[src/rtl/uart_status_pkg.sv]
package uart_status_pkg;

  localparam logic [1:0] ADDR_CTRL = 2'd0;
  localparam logic [1:0] ADDR_TXD  = 2'd1;
  localparam logic [1:0] ADDR_STAT = 2'd2;
  localparam logic [1:0] ADDR_RXD  = 2'd3;

  // status bit positions
  localparam int ST_TDE = 0;
  localparam int ST_RDF = 1;
  localparam int ST_PE  = 2;
  localparam int ST_TE  = 3;
  localparam int ST_MPB = 4;

  // number of read-then-write-zero flags (TDE, RDF, PE)
  localparam int N_RWZ = 3;

  typedef struct packed {
    logic mp_bit;
    logic mp_en;
    logic par_odd;
    logic par_en;
    logic rx_en;
    logic tx_en;
  } ctrl_t;

  typedef enum logic [1:0] {
    RX_IDLE,
    RX_START,
    RX_BITS,
    RX_STOP
  } rx_state_e;

endpackage

[src/rtl/uart_rwz_flag.sv]
module uart_rwz_flag #(
  parameter logic RST_VAL = 1'b0
) (
  input  logic clk,
  input  logic rst_n,
  input  logic set_i,
  input  logic rd_i,
  input  logic wr_zero_i,
  output logic q_o,
  output logic clr_o
);

  logic flag_q, flag_d;
  logic armed_q, armed_d;

  always_comb begin
    flag_d = flag_q;
    clr_o  = 1'b0;
    if (set_i) begin
      flag_d = 1'b1;
    end else if (wr_zero_i && armed_q) begin
      flag_d = 1'b0;
      clr_o  = 1'b1;
    end
    armed_d = flag_d ? (armed_q | (rd_i & flag_q)) : 1'b0;
  end

  always_ff @(posedge clk or negedge rst_n) begin
    if (!rst_n) begin
      flag_q  <= RST_VAL;
      armed_q <= 1'b0;
    end else begin
      flag_q  <= flag_d;
      armed_q <= armed_d;
    end
  end

  assign q_o = flag_q;

  assert_rwz_clear_R6: assert property (@(posedge clk) disable iff (!rst_n)
    $fell(flag_q) |-> $past(wr_zero_i && armed_q));

endmodule

[src/rtl/uart_status_flags.sv]
module uart_status_flags
  import uart_status_pkg::*;
(
  input  logic             clk,
  input  logic             rst_n,
  input  logic             stat_rd,
  input  logic [N_RWZ-1:0] wr_zero,
  input  logic             tdr_wr,
  input  logic             tx_en,
  input  logic             tx_load,
  input  logic             tx_done,
  input  logic             rx_commit,
  input  logic             rx_par_bad,
  input  logic             mp_en,
  input  logic             rx_ext,
  output logic             tde,
  output logic             rdf,
  output logic             pe,
  output logic             te,
  output logic             mpb
);

  localparam logic [N_RWZ-1:0] RST_VALS = 3'b001;

  logic [N_RWZ-1:0] set_v, q_v, clr_v;
  logic te_q, te_d;
  logic mpb_q, mpb_d;

  assign set_v[ST_TDE] = tx_load;
  assign set_v[ST_RDF] = rx_commit & ~rx_par_bad;
  assign set_v[ST_PE]  = rx_commit &  rx_par_bad;

  for (genvar g = 0; g < N_RWZ; g++) begin : g_flag
    uart_rwz_flag #(.RST_VAL(RST_VALS[g])) flag_i (
      .clk       (clk),
      .rst_n     (rst_n),
      .set_i     (set_v[g]),
      .rd_i      (stat_rd),
      .wr_zero_i (wr_zero[g]),
      .q_o       (q_v[g]),
      .clr_o     (clr_v[g])
    );
  end

  always_comb begin
    te_d = te_q;
    if (!tx_en || (tx_done && q_v[ST_TDE])) begin
      te_d = 1'b1;
    end else if (tdr_wr || clr_v[ST_TDE]) begin
      te_d = 1'b0;
    end
    mpb_d = (rx_commit && mp_en) ? rx_ext : mpb_q;
  end

  always_ff @(posedge clk or negedge rst_n) begin
    if (!rst_n) begin
      te_q  <= 1'b1;
      mpb_q <= 1'b0;
    end else begin
      te_q  <= te_d;
      mpb_q <= mpb_d;
    end
  end

  assign tde = q_v[ST_TDE];
  assign rdf = q_v[ST_RDF];
  assign pe  = q_v[ST_PE];
  assign te  = te_q;
  assign mpb = mpb_q;

  assert_te_fall_R9: assert property (@(posedge clk) disable iff (!rst_n)
    $fell(te_q) |-> $past(tdr_wr || clr_v[ST_TDE]));

  assert_te_txoff_R8: assert property (@(posedge clk) disable iff (!rst_n)
    !tx_en |=> te_q);

  assert_mpb_hold_R7: assert property (@(posedge clk) disable iff (!rst_n)
    !(rx_commit && mp_en) |=> $stable(mpb_q));

  assert_pe_no_rdf_R4: assert property (@(posedge clk) disable iff (!rst_n)
    (rx_commit && rx_par_bad) |=> pe && (rdf == $past(rdf)));

endmodule

[src/rtl/uart_tx_shift.sv]
module uart_tx_shift #(
  parameter int OVS    = 16,
  parameter int DATA_W = 8
) (
  input  logic              clk,
  input  logic              rst_n,
  input  logic              tick,
  input  logic              enable,
  input  logic              load,
  input  logic [DATA_W-1:0] data,
  input  logic              has_ext,
  input  logic              ext,
  output logic              txd,
  output logic              busy,
  output logic              done
);

  localparam int CW = $clog2(OVS);
  localparam int FW = DATA_W + 3;
  localparam int IW = $clog2(FW + 1);

  logic          busy_q, busy_d;
  logic [FW-1:0] sh_q, sh_d;
  logic [CW-1:0] cnt_q, cnt_d;
  logic [IW-1:0] idx_q, idx_d;
  logic          xt_q, xt_d;
  logic          txd_q, txd_d;
  logic [IW-1:0] last_idx;
  logic          bit_end;

  assign last_idx = xt_q ? IW'(FW - 1) : IW'(FW - 2);
  assign bit_end  = busy_q && tick && (cnt_q == CW'(OVS - 1));
  assign done     = enable && bit_end && (idx_q == last_idx);

  always_comb begin
    busy_d = busy_q;
    sh_d   = sh_q;
    cnt_d  = cnt_q;
    idx_d  = idx_q;
    xt_d   = xt_q;
    if (!enable) begin
      busy_d = 1'b0;
    end else if (load) begin
      busy_d = 1'b1;
      cnt_d  = '0;
      idx_d  = '0;
      xt_d   = has_ext;
      sh_d   = has_ext ? {1'b1, ext, data, 1'b0} : {2'b11, data, 1'b0};
    end else if (busy_q && tick) begin
      if (bit_end) begin
        cnt_d = '0;
        sh_d  = {1'b1, sh_q[FW-1:1]};
        if (idx_q == last_idx) busy_d = 1'b0;
        else                   idx_d  = idx_q + 1'b1;
      end else begin
        cnt_d = cnt_q + 1'b1;
      end
    end
    txd_d = busy_d ? sh_d[0] : 1'b1;
  end

  always_ff @(posedge clk or negedge rst_n) begin
    if (!rst_n) begin
      busy_q <= 1'b0;
      sh_q   <= '1;
      cnt_q  <= '0;
      idx_q  <= '0;
      xt_q   <= 1'b0;
      txd_q  <= 1'b1;
    end else begin
      busy_q <= busy_d;
      sh_q   <= sh_d;
      cnt_q  <= cnt_d;
      idx_q  <= idx_d;
      xt_q   <= xt_d;
      txd_q  <= txd_d;
    end
  end

  assign txd  = txd_q;
  assign busy = busy_q;

  assert_load_idle_R2: assert property (@(posedge clk) disable iff (!rst_n)
    load |-> !busy_q);

  assert_start_low_R2: assert property (@(posedge clk) disable iff (!rst_n)
    $rose(busy_q) |-> !txd_q);

endmodule

[src/rtl/uart_rx_shift.sv]
module uart_rx_shift
  import uart_status_pkg::*;
#(
  parameter int OVS    = 16,
  parameter int DATA_W = 8
) (
  input  logic              clk,
  input  logic              rst_n,
  input  logic              tick,
  input  logic              enable,
  input  logic              has_ext,
  input  logic              rxd,
  output logic              commit,
  output logic [DATA_W-1:0] data,
  output logic              ext
);

  localparam int CW   = $clog2(OVS);
  localparam int HALF = OVS / 2;
  localparam int IW   = $clog2(DATA_W + 1);

  logic [1:0]      sync_q;
  logic            rx_s;
  rx_state_e       st_q, st_d;
  logic [CW-1:0]   cnt_q, cnt_d;
  logic [IW-1:0]   idx_q, idx_d;
  logic [DATA_W:0] sh_q, sh_d;
  logic [IW-1:0]   last_idx;

  assign rx_s     = sync_q[1];
  assign last_idx = has_ext ? IW'(DATA_W) : IW'(DATA_W - 1);
  assign commit   = enable && (st_q == RX_STOP) && tick && (cnt_q == CW'(OVS - 1));
  assign data     = has_ext ? sh_q[DATA_W-1:0] : sh_q[DATA_W:1];
  assign ext      = sh_q[DATA_W];

  always_comb begin
    st_d  = st_q;
    cnt_d = cnt_q;
    idx_d = idx_q;
    sh_d  = sh_q;
    if (!enable) begin
      st_d = RX_IDLE;
    end else if (tick) begin
      unique case (st_q)
        RX_IDLE: begin
          if (!rx_s) begin
            st_d  = RX_START;
            cnt_d = '0;
          end
        end
        RX_START: begin
          if (cnt_q == CW'(HALF - 1)) begin
            cnt_d = '0;
            idx_d = '0;
            st_d  = rx_s ? RX_IDLE : RX_BITS;
          end else begin
            cnt_d = cnt_q + 1'b1;
          end
        end
        RX_BITS: begin
          if (cnt_q == CW'(OVS - 1)) begin
            cnt_d = '0;
            sh_d  = {rx_s, sh_q[DATA_W:1]};
            if (idx_q == last_idx) st_d  = RX_STOP;
            else                   idx_d = idx_q + 1'b1;
          end else begin
            cnt_d = cnt_q + 1'b1;
          end
        end
        RX_STOP: begin
          if (cnt_q == CW'(OVS - 1)) begin
            cnt_d = '0;
            st_d  = RX_IDLE;
          end else begin
            cnt_d = cnt_q + 1'b1;
          end
        end
        default: st_d = RX_IDLE;
      endcase
    end
  end

  always_ff @(posedge clk or negedge rst_n) begin
    if (!rst_n) begin
      sync_q <= 2'b11;
      st_q   <= RX_IDLE;
      cnt_q  <= '0;
      idx_q  <= '0;
      sh_q   <= '0;
    end else begin
      sync_q <= {sync_q[0], rxd};
      st_q   <= st_d;
      cnt_q  <= cnt_d;
      idx_q  <= idx_d;
      sh_q   <= sh_d;
    end
  end

  assert_rx_park_R5: assert property (@(posedge clk) disable iff (!rst_n)
    !enable |=> (st_q == RX_IDLE) && !commit);

endmodule

[src/rtl/uart_status_port.sv]
module uart_status_port
  import uart_status_pkg::*;
#(
  parameter int OVS    = 16,
  parameter int DATA_W = 8
) (
  input  logic              clk,
  input  logic              rst_n,
  input  logic              baud_tick,
  input  logic              bus_sel,
  input  logic              bus_wr,
  input  logic [1:0]        bus_addr,
  input  logic [DATA_W-1:0] bus_wdata,
  output logic [DATA_W-1:0] bus_rdata,
  output logic              txd,
  input  logic              rxd
);

  localparam int CTRL_W = $bits(ctrl_t);

  logic [1:0]       rst_pipe_q;
  logic             rst_i_n;
  ctrl_t            ctrl_q, ctrl_d;
  logic [DATA_W-1:0] tdr_q, tdr_d;
  logic [DATA_W-1:0] rdr_q, rdr_d;
  logic             ctrl_wr, tdr_wr, stat_wr, stat_rd;
  logic [N_RWZ-1:0] wr_zero;
  logic             has_ext, tx_ext;
  logic             tx_load, tx_busy, tx_done;
  logic             rx_commit, rx_ext, rx_par_bad, rx_enable;
  logic [DATA_W-1:0] rx_data;
  logic             tde, rdf, pe, te, mpb;

  // reset: asynchronous assert, synchronous release
  always_ff @(posedge clk or negedge rst_n) begin
    if (!rst_n) rst_pipe_q <= 2'b00;
    else        rst_pipe_q <= {rst_pipe_q[0], 1'b1};
  end
  assign rst_i_n = rst_pipe_q[1];

  // bus decode
  assign ctrl_wr = bus_sel &  bus_wr & (bus_addr == ADDR_CTRL);
  assign tdr_wr  = bus_sel &  bus_wr & (bus_addr == ADDR_TXD);
  assign stat_wr = bus_sel &  bus_wr & (bus_addr == ADDR_STAT);
  assign stat_rd = bus_sel & ~bus_wr & (bus_addr == ADDR_STAT);

  assign wr_zero[ST_TDE] = stat_wr & ~bus_wdata[ST_TDE];
  assign wr_zero[ST_RDF] = stat_wr & ~bus_wdata[ST_RDF];
  assign wr_zero[ST_PE]  = stat_wr & ~bus_wdata[ST_PE];

  // frame format
  assign has_ext    = ctrl_q.mp_en | ctrl_q.par_en;
  assign tx_ext     = ctrl_q.mp_en ? ctrl_q.mp_bit : (^tdr_q ^ ctrl_q.par_odd);
  assign tx_load    = ctrl_q.tx_en & ~tx_busy & ~tde;
  assign rx_enable  = ctrl_q.rx_en & ~pe;
  assign rx_par_bad = ctrl_q.par_en & ~ctrl_q.mp_en &
                      ((^rx_data ^ rx_ext) != ctrl_q.par_odd);

  always_comb begin
    ctrl_d = ctrl_wr   ? ctrl_t'(bus_wdata[CTRL_W-1:0]) : ctrl_q;
    tdr_d  = tdr_wr    ? bus_wdata : tdr_q;
    rdr_d  = rx_commit ? rx_data   : rdr_q;
  end

  always_ff @(posedge clk or negedge rst_i_n) begin
    if (!rst_i_n) begin
      ctrl_q <= '0;
      tdr_q  <= '0;
      rdr_q  <= '0;
    end else begin
      ctrl_q <= ctrl_d;
      tdr_q  <= tdr_d;
      rdr_q  <= rdr_d;
    end
  end

  uart_tx_shift #(.OVS(OVS), .DATA_W(DATA_W)) tx_i (
    .clk     (clk),
    .rst_n   (rst_i_n),
    .tick    (baud_tick),
    .enable  (ctrl_q.tx_en),
    .load    (tx_load),
    .data    (tdr_q),
    .has_ext (has_ext),
    .ext     (tx_ext),
    .txd     (txd),
    .busy    (tx_busy),
    .done    (tx_done)
  );

  uart_rx_shift #(.OVS(OVS), .DATA_W(DATA_W)) rx_i (
    .clk     (clk),
    .rst_n   (rst_i_n),
    .tick    (baud_tick),
    .enable  (rx_enable),
    .has_ext (has_ext),
    .rxd     (rxd),
    .commit  (rx_commit),
    .data    (rx_data),
    .ext     (rx_ext)
  );

  uart_status_flags flags_i (
    .clk        (clk),
    .rst_n      (rst_i_n),
    .stat_rd    (stat_rd),
    .wr_zero    (wr_zero),
    .tdr_wr     (tdr_wr),
    .tx_en      (ctrl_q.tx_en),
    .tx_load    (tx_load),
    .tx_done    (tx_done),
    .rx_commit  (rx_commit),
    .rx_par_bad (rx_par_bad),
    .mp_en      (ctrl_q.mp_en),
    .rx_ext     (rx_ext),
    .tde        (tde),
    .rdf        (rdf),
    .pe         (pe),
    .te         (te),
    .mpb        (mpb)
  );

  always_comb begin
    bus_rdata = '0;
    unique case (bus_addr)
      ADDR_CTRL: bus_rdata = DATA_W'(ctrl_q);
      ADDR_TXD:  bus_rdata = tdr_q;
      ADDR_STAT: begin
        bus_rdata[ST_TDE] = tde;
        bus_rdata[ST_RDF] = rdf;
        bus_rdata[ST_PE]  = pe;
        bus_rdata[ST_TE]  = te;
        bus_rdata[ST_MPB] = mpb;
      end
      default:   bus_rdata = rdr_q;
    endcase
  end

  assert_pe_blocks_R5: assert property (@(posedge clk) disable iff (!rst_i_n)
    pe |-> !rx_commit);

  assert_rdr_capture_R4: assert property (@(posedge clk) disable iff (!rst_i_n)
    rx_commit |=> rdr_q == $past(rx_data));

  assert_rdf_set_R3: assert property (@(posedge clk) disable iff (!rst_i_n)
    (rx_commit && !rx_par_bad) |=> rdf);

endmodule

[config.mk]
export PLATFORM = sky130hd
export DESIGN_NAME = uart_status_port
export DESIGN_NICKNAME = d
export VERILOG_FILES = /design/src/rtl/uart_status_pkg.sv /design/src/rtl/uart_rwz_flag.sv /design/src/rtl/uart_status_flags.sv /design/src/rtl/uart_tx_shift.sv /design/src/rtl/uart_rx_shift.sv /design/src/rtl/uart_status_port.sv
export SDC_FILE = /design/constraint.sdc
export NUM_CORES = 1
export LEC_CHECK = 0
export ABC_AREA = 1
export BUFFER_PORTS_ARGS = -buffer_cell sky130_fd_sc_hd__buf_2
export CORE_MARGIN = 2
export CORE_UTILIZATION = 30
export DETAILED_ROUTE_END_ITERATION = 10
export GPL_ROUTABILITY_DRIVEN = 0
export HOLD_SLACK_MARGIN = 0.15
export PLACE_DENSITY = 0.51
export REMOVE_ABC_BUFFERS = 1
export SLEW_MARGIN = 20
export SYNTH_ARGS = -nofsm -noshare
export SYNTH_HDL_FRONTEND = slang
export SYNTH_SLANG_ARGS = --single-unit
[constraint.sdc]
create_clock -name clk -period 3.85 [get_ports clk]
set_input_delay 0.385 -clock clk [delete_from_list [all_inputs] [get_ports clk]]
set_output_delay 0.385 -clock clk [all_outputs]
set_load 0.02 [all_outputs]
==> results.json, run 1 <==
{
  "first_pass_iters": 4,
  "drive_above_1_share_pct": 13.0,
  "start_util_pct": 30.5,
  "netSwitchingFraction_pct": 32.2,
  "ys_warn_count": 0,
  "cts_setup_buffers": 0,
  "seq_area_frac_synth_pct": 49.7,
  "htree_levels": 3,
  "path_clk_slew_ps": 60,
  "hold_buffers": 2,
  "antenna_found_initial": 0,
  "fin_tns_setup_ps": 0,
  "min_from": "bus_wdata[6]",
  "wl_met2_mm": 4.13,
  "rows": 41,
  "tritoncts.num_buffers": 9,
  "dr.first_iter.drc_count": 178,
  "combPwrFrac_pct": 23.4,
  "cts-root-buf": "clkbuf_16",
  "top_layer": "met4",
  "peakVddDrop_uv": 196,
  "boundaryPins": 25,
  "cp.required_ps": 4100,
  "setup_viol_count_final": 0,
  "dieWidth_um": 117,
  "hp-class": "input pin to register",
  "cts_buffer_depth": 2,
  "power_leakage_nw": 2.06,
  "die-area_um2": 13600,
  "tritoncts": "built",
  "grt_max_degree": 74,
  "viasPerCell": 4.53,
  "path_class": "register to register",
  "grt_pass1_vias": 3063,
  "wl_met1_mm": 4.18,
  "clk_latency_ps": 340,
  "power_density_nw_per_um2": 556,
  "post-place-cells": 670,
  "cp-start-kind": "register",
  "grt_pass1_wl_mm": 14.8,
  "ys_seq_elements": 75,
  "nets": 531,
  "num_vias": 3114,
  "timing.rr.start": "ctrl_q[0]",
  "hpwl_mm": 6.50,
  "reg2regPathDepth": 7,
  "crit_path_max_fanout": 21,
  "syn2layout_area_growth_pct": 15.7,
  "hold_ws_ps": 296,
  "report.final.slew_viol_count": 0,
  "clock_skew_ps": 6.26,
  "grt_setup_unrepaired": "false",
  "port_buffers": 24,
  "period_share_pct": 59.3,
  "hold_viol": 0,
  "die_y_um": 117,
  "pwr-share-seq_pct": 43.9,
  "synthCells": 482,
  "worst_pin_slew_ps": 933,
  "pwr-share-clk_pct": 32.6,
  "antenna_left": 0,
  "antenna_cells": 0,
  "syn_avg_cell_area_um2": 7.92,
  "power.net_switching_mw": 0.790,
  "p_int_mw": 1.67,
  "drt_wl_total_mm": 8.72,
  "grt-ovfl-total": 0,
  "maxCapViolations": 0,
  "drc_errors": 0,
  "timing.fmax_mhz": 438,
  "grtUsageTotal_pct": 14.1,
  "worst-r2r-setup-slack_ps": 1570,
  "clock_sinks": 75,
  "worstPathArrival_ps": 2540,
  "min_path_cells": 3,
  "outcome": "finished, final reports clean",
  "wl_per_cell_um": 12.7,
  "syn_area_um2": 3820,
  "cts_resized": 0,
  "synth_cell_type_count": 36,
  "hold_end": "tdr_q[6]",
  "crit_path_end_kind": "register",
  "reg2reg_to": "tx_i.idx_q[3]",
  "period_needed_ps": 2280,
  "relSlewSlack_pct": 37.8,
  "coreArea_um2": 12500,
  "wl_met3_um": 342,
  "fin_cells": 688
}
[per-stage QoR]
step                      utilization (%)  total power, mW  setup WS (ps)  area, µm²
after floorplan                         -             1.51           1630       3770
after global placement               32.9             1.66           1600       4110
after detailed placement             32.9             1.67           1530       4110
after CTS                            35.3             2.49           1520       4420
after global routing                 35.3             2.63           1200       4420
final                                35.3             2.46           1570       4420
[routing by layer]
layer	global-route usage (%)	vias to the layer above
met2	23.0	34
met5	0	-
li1	-	1619
met3	4.07	5
met1	18.0	1456
met4	4.78	0
[area by class of cell]
cell class              count  area (µm²)
inverters                  77         289
clock inverters             2        10.0
fillers                  1361        8100
repair buffers             27         148
well taps                 172         215
clock buffers              14         274
flip-flops and latches     75        1900
multi-input cells         321        1580
[critical path, cell delays in order, from the launching register on]
cell and delay, ps:
dfrtp_1 430, inv_2 70, nor3_4 330, inv_2 240, nand2_1 490, o21ai_1 270, o21ai_1 160, nor3b_1 190
[state kept, by name, summed over array words and instances (netlist names), 6 cells and up]
register and count:
rdr_q 8, ctrl_q 6, tdr_q 8, rx_i.sh_q 9
tx_i.sh_q 11
[Yosys cell counts, drive strengths merged]
cell type	instances	area share, %
o211ai	2	0.39
dfrtp	59	39
o2111ai	4	0.92
xnor2	8	1.8
nor3	5	1.1
nand3b	2	0.39
inv	77	7.6
buf	3	0.72
a21oi	13	1.8
a31oi	4	0.66
o21a	1	0.20
nand3	27	3.5
conb	1	0.098
o21ai	66	8.7
o22ai	9	1.5
ha	4	1.3
a22oi	1	0.20
or2	2	0.33
nor2	25	2.5
dfstp	16	11
nor3b	1	0.20
nand2	134	13
o311ai	1	0.23
xor2	4	0.92
nand4	2	0.33
o31ai	5	0.98
clkbuf	6	0.59
[power by group through the flow]
stage	logic, mW	registers (mW)	clock network [mW]
2_1_floorplan	0.433	1.08	0
3_3_place_gp	0.568	1.09	0
3_5_place_dp	0.577	1.09	0
4_1_cts	0.582	1.08	0.827
5_1_grt	0.669	1.10	0.860
6_report	0.576	1.08	0.802
[cells in the final DEF, fill, tap and decap left out, types with 3 or more instances in the layout]
| master | Yosys | final |
|---|---|---|
| nor3_1 | 3 | 3 |
| xor2_1 | 4 | 4 |
| nand2_1 | 132 | 132 |
| clkbuf_16 | 0 | 9 |
| o2111ai_1 | 4 | 4 |
| clkbuf_8 | 0 | 3 |
| nor2_1 | 24 | 24 |
| o21ai_0 | 58 | 58 |
| dfrtp_1 | 59 | 58 |
| o21ai_1 | 7 | 7 |
| o22ai_1 | 9 | 9 |
| a31oi_1 | 4 | 4 |
| a21oi_1 | 12 | 12 |
| ha_1 | 4 | 4 |
| xnor2_1 | 8 | 8 |
| inv_1 | 75 | 75 |
| nand3_1 | 27 | 27 |
| o31ai_1 | 5 | 5 |
| dfstp_2 | 16 | 16 |
| buf_2 | 1 | 24 |
[worst max-delay path by stage]
stage	start	end	slack [ps]	cells after the start
2_1_floorplan	rst_pipe_q[1]	ctrl_q[0]	1630	0
3_3_place_gp	ctrl_q[0]	tx_i.idx_q[3]	1600	7
3_5_place_dp	ctrl_q[0]	tx_i.idx_q[3]	1530	7
4_1_cts	ctrl_q[0]	tx_i.idx_q[3]	1520	7
5_1_grt	ctrl_q[0]	tx_i.idx_q[3]	1200	7
6_report	ctrl_q[0]	tx_i.idx_q[3]	1570	7
[logic make-up after synthesis]
group	synth area share, %
adders and majority gates	1.31
AOI/OAI and AO/OA	15.6
and+or+nand+nor	21.7
other	0.0982
DFF	49.7
xor gates and xnor gates	2.75
buffers and inverters	8.88
No activity file was read; power rests on OpenSTA's default activity.
==> inputs of run 2 (changes only) <==
- PLACE_DENSITY: 0.51 -> 0.53
- clock period: 3.85 -> 2 ns (I/O delays scaled with it)
==> results.json, run 2 (synthesis gave the netlist of run 1 again) <==
{
  "outcome": "finished, final reports clean",
  "die-area_um2": 13600,
  "layout_commonest_cell": "nand2_1",
  "power.net_switching_mw": 1.59,
  "report.final.slew_viol_count": 0,
  "setup_viol_count_final": 0,
  "largest_register": "tx_i.sh_q",
  "top_regs": "tx_i.sh_q (11), rx_i.sh_q (9)",
  "cp-start-kind": "register",
  "clock_sinks": 75,
  "crit_start": "flags_i.g_flag[0].flag_i.q_o",
  "hold_ws_ps": 167,
  "grt-ovfl-total": 0,
  "wl_per_cell_um": 12.5,
  "cts_buffer_depth": 2,
  "first_pass_iters": 5,
  "finalPower_mw": 5.04,
  "coreArea_um2": 12500,
  "cts_setup_buffers": 0,
  "drive_above_1_share_pct": 14.7,
  "dieWidth_um": 117,
  "syn2layout_area_growth_pct": 19.8,
  "relSlewSlack_pct": 66.7,
  "worst_pin_slew_ps": 498,
  "antenna_found_initial": 0,
  "period_share_pct": 87.8,
  "timing.fmax_mhz": 570,
  "drt_wl_total_mm": 8.72,
  "antenna_left": 0,
  "hold_viol": 0,
  "cts-root-buf": "clkbuf_16",
  "htree_levels": 3,
  "worstPathArrival_ps": 1970,
  "power_density_nw_per_um2": 1100,
  "grt_max_degree": 74,
  "port_buffers": 24,
  "hpwl_mm": 6.36,
  "num_vias": 3146,
  "tritoncts.num_buffers": 9,
  "p_int_mw": 3.45,
  "clock_skew_ps": 8.30,
  "path_clk_slew_ps": 60,
  "path_class": "register to register",
  "pwr-share-clk_pct": 35.9,
  "die_y_um": 117,
  "maxCapViolations": 0,
  "combPwrFrac_pct": 22.9,
  "dp_slack_ps": 182,
  "viasPerCell": 4.51,
  "setup_ws_ps": 245,
  "timing.rr.start": "flags_i.g_flag[0].flag_i.q_o",
  "crit_path_end_kind": "register",
  "power_leakage_nw": 2.13,
  "grt_pass1_vias": 3049,
  "cp.required_ps": 2220,
  "start_util_pct": 30.5,
  "antenna_cells": 0,
  "netSwitchingFraction_pct": 31.6,
  "grt_pass1_wl_mm": 14.7,
  "peakVddDrop_uv": 350,
  "tritoncts": "built",
  "largest_reg_flops": 11,
  "grtUsageTotal_pct": 13.9,
  "final_cell_mix": "131 x nand2_1, 74 x inv_1, 58 x o21ai_0, 58 x dfrtp_1, 27 x nand3_1",
  "boundaryPins": 25,
  "grt_setup_unrepaired": "false",
  "final_core_util_pct": 36.5,
  "hp-class": "input pin to asynchronous set/reset pin",
  "dr.first_iter.drc_count": 263,
  "nets": 540,
  "clk_latency_ps": 340,
  "rows": 41,
  "pwr-share-seq_pct": 41.2,
  "drc_errors": 0,
  "period_needed_ps": 1760,
  "crit_path_max_fanout": 17
}
-- run 2: cell count changes in the layout (fill, tap and decap cells not counted), moves of 2 or more --
cell           previous run  this run
buf_12                    0         2
buf_4                     1         4
bufinv_16                 0         2
clkbuf_1                  2         0
clkbuf_8                  3         1
clkinv_2                  2         0
clkinv_4                  0         2
dlygate4sd3_1             2         6
inv_6                     0         2
-- run 2: path summary, 6_finish.rpt --
path	to	slack [ps]	cells after the start
max	tx_i.idx_q[0]	240	7
min	rst_pipe_q[1]	170	2
max reg2reg	tx_i.idx_q[0]	240	7
min reg2reg	rx_i.sh_q[7]	280	1
max in group asynchronous	tx_i.sh_q[3]	1350	1
min in group clk	flags_i.g_flag[2].flag_i.q_o	170	3
-- run 2: worst max-delay path, cell delays in order, from the launching register on --
cell     delay (ps)
dfstp_2         570
nor3_4           50
inv_2           260
nand2_1         200
o21ai_1         240
inv_1           150
nand3_1          90
o21ai_0          80
-- run 2: power groups by stage --
stage	Sequential, mW	Combinational (mW)	Clock [mW]
global route	2.12	1.32	1.91
detailed placement	2.10	1.15	0
global placement	2.09	1.13	0
finish	2.07	1.15	1.81
floorplan	2.08	0.834	0
CTS	2.08	1.16	1.86
-- run 2: cell type report --
type	instances	area, µm²
clock buffer	10	239
clock inverter	6	95.1
fill	1342	7940
inverter	77	289
multi-input combinational	321	1590
sequential	75	1900
tap	172	215
timing repair buffer	36	250
-- run 2: what timing repair did --
| item | in CTS | in global routing |
|---|---|---|
| endpoints found under the setup margin | 0 | 14 |
| resized for setup | 0 | 3 |
| hold buffers | 6 | 0 |
| endpoints found under the hold margin | 7 | 0 |
-- run 2: stage by stage --
step | instance area [µm²] | setup TNS [ps] | instances
6_report | 4570 | 0 | 697
4_1_cts | 4570 | 0 | 697
5_1_grt | 4570 | 0 | 697
3_5_place_dp | 4180 | 0 | 675
3_3_place_gp | 4180 | 0 | 675
2_1_floorplan | 3770 | -12280 | 473
-- run 2: metal layers --
metal  vias to the layer above  GRT usage (%)  wire length, µm
met1                      1467           17.5             4160
met5                         -              0                0
met3                        12           2.78              202
li1                       1632              -                -
met4                         0           5.41              134
met2                        35           23.5             4220
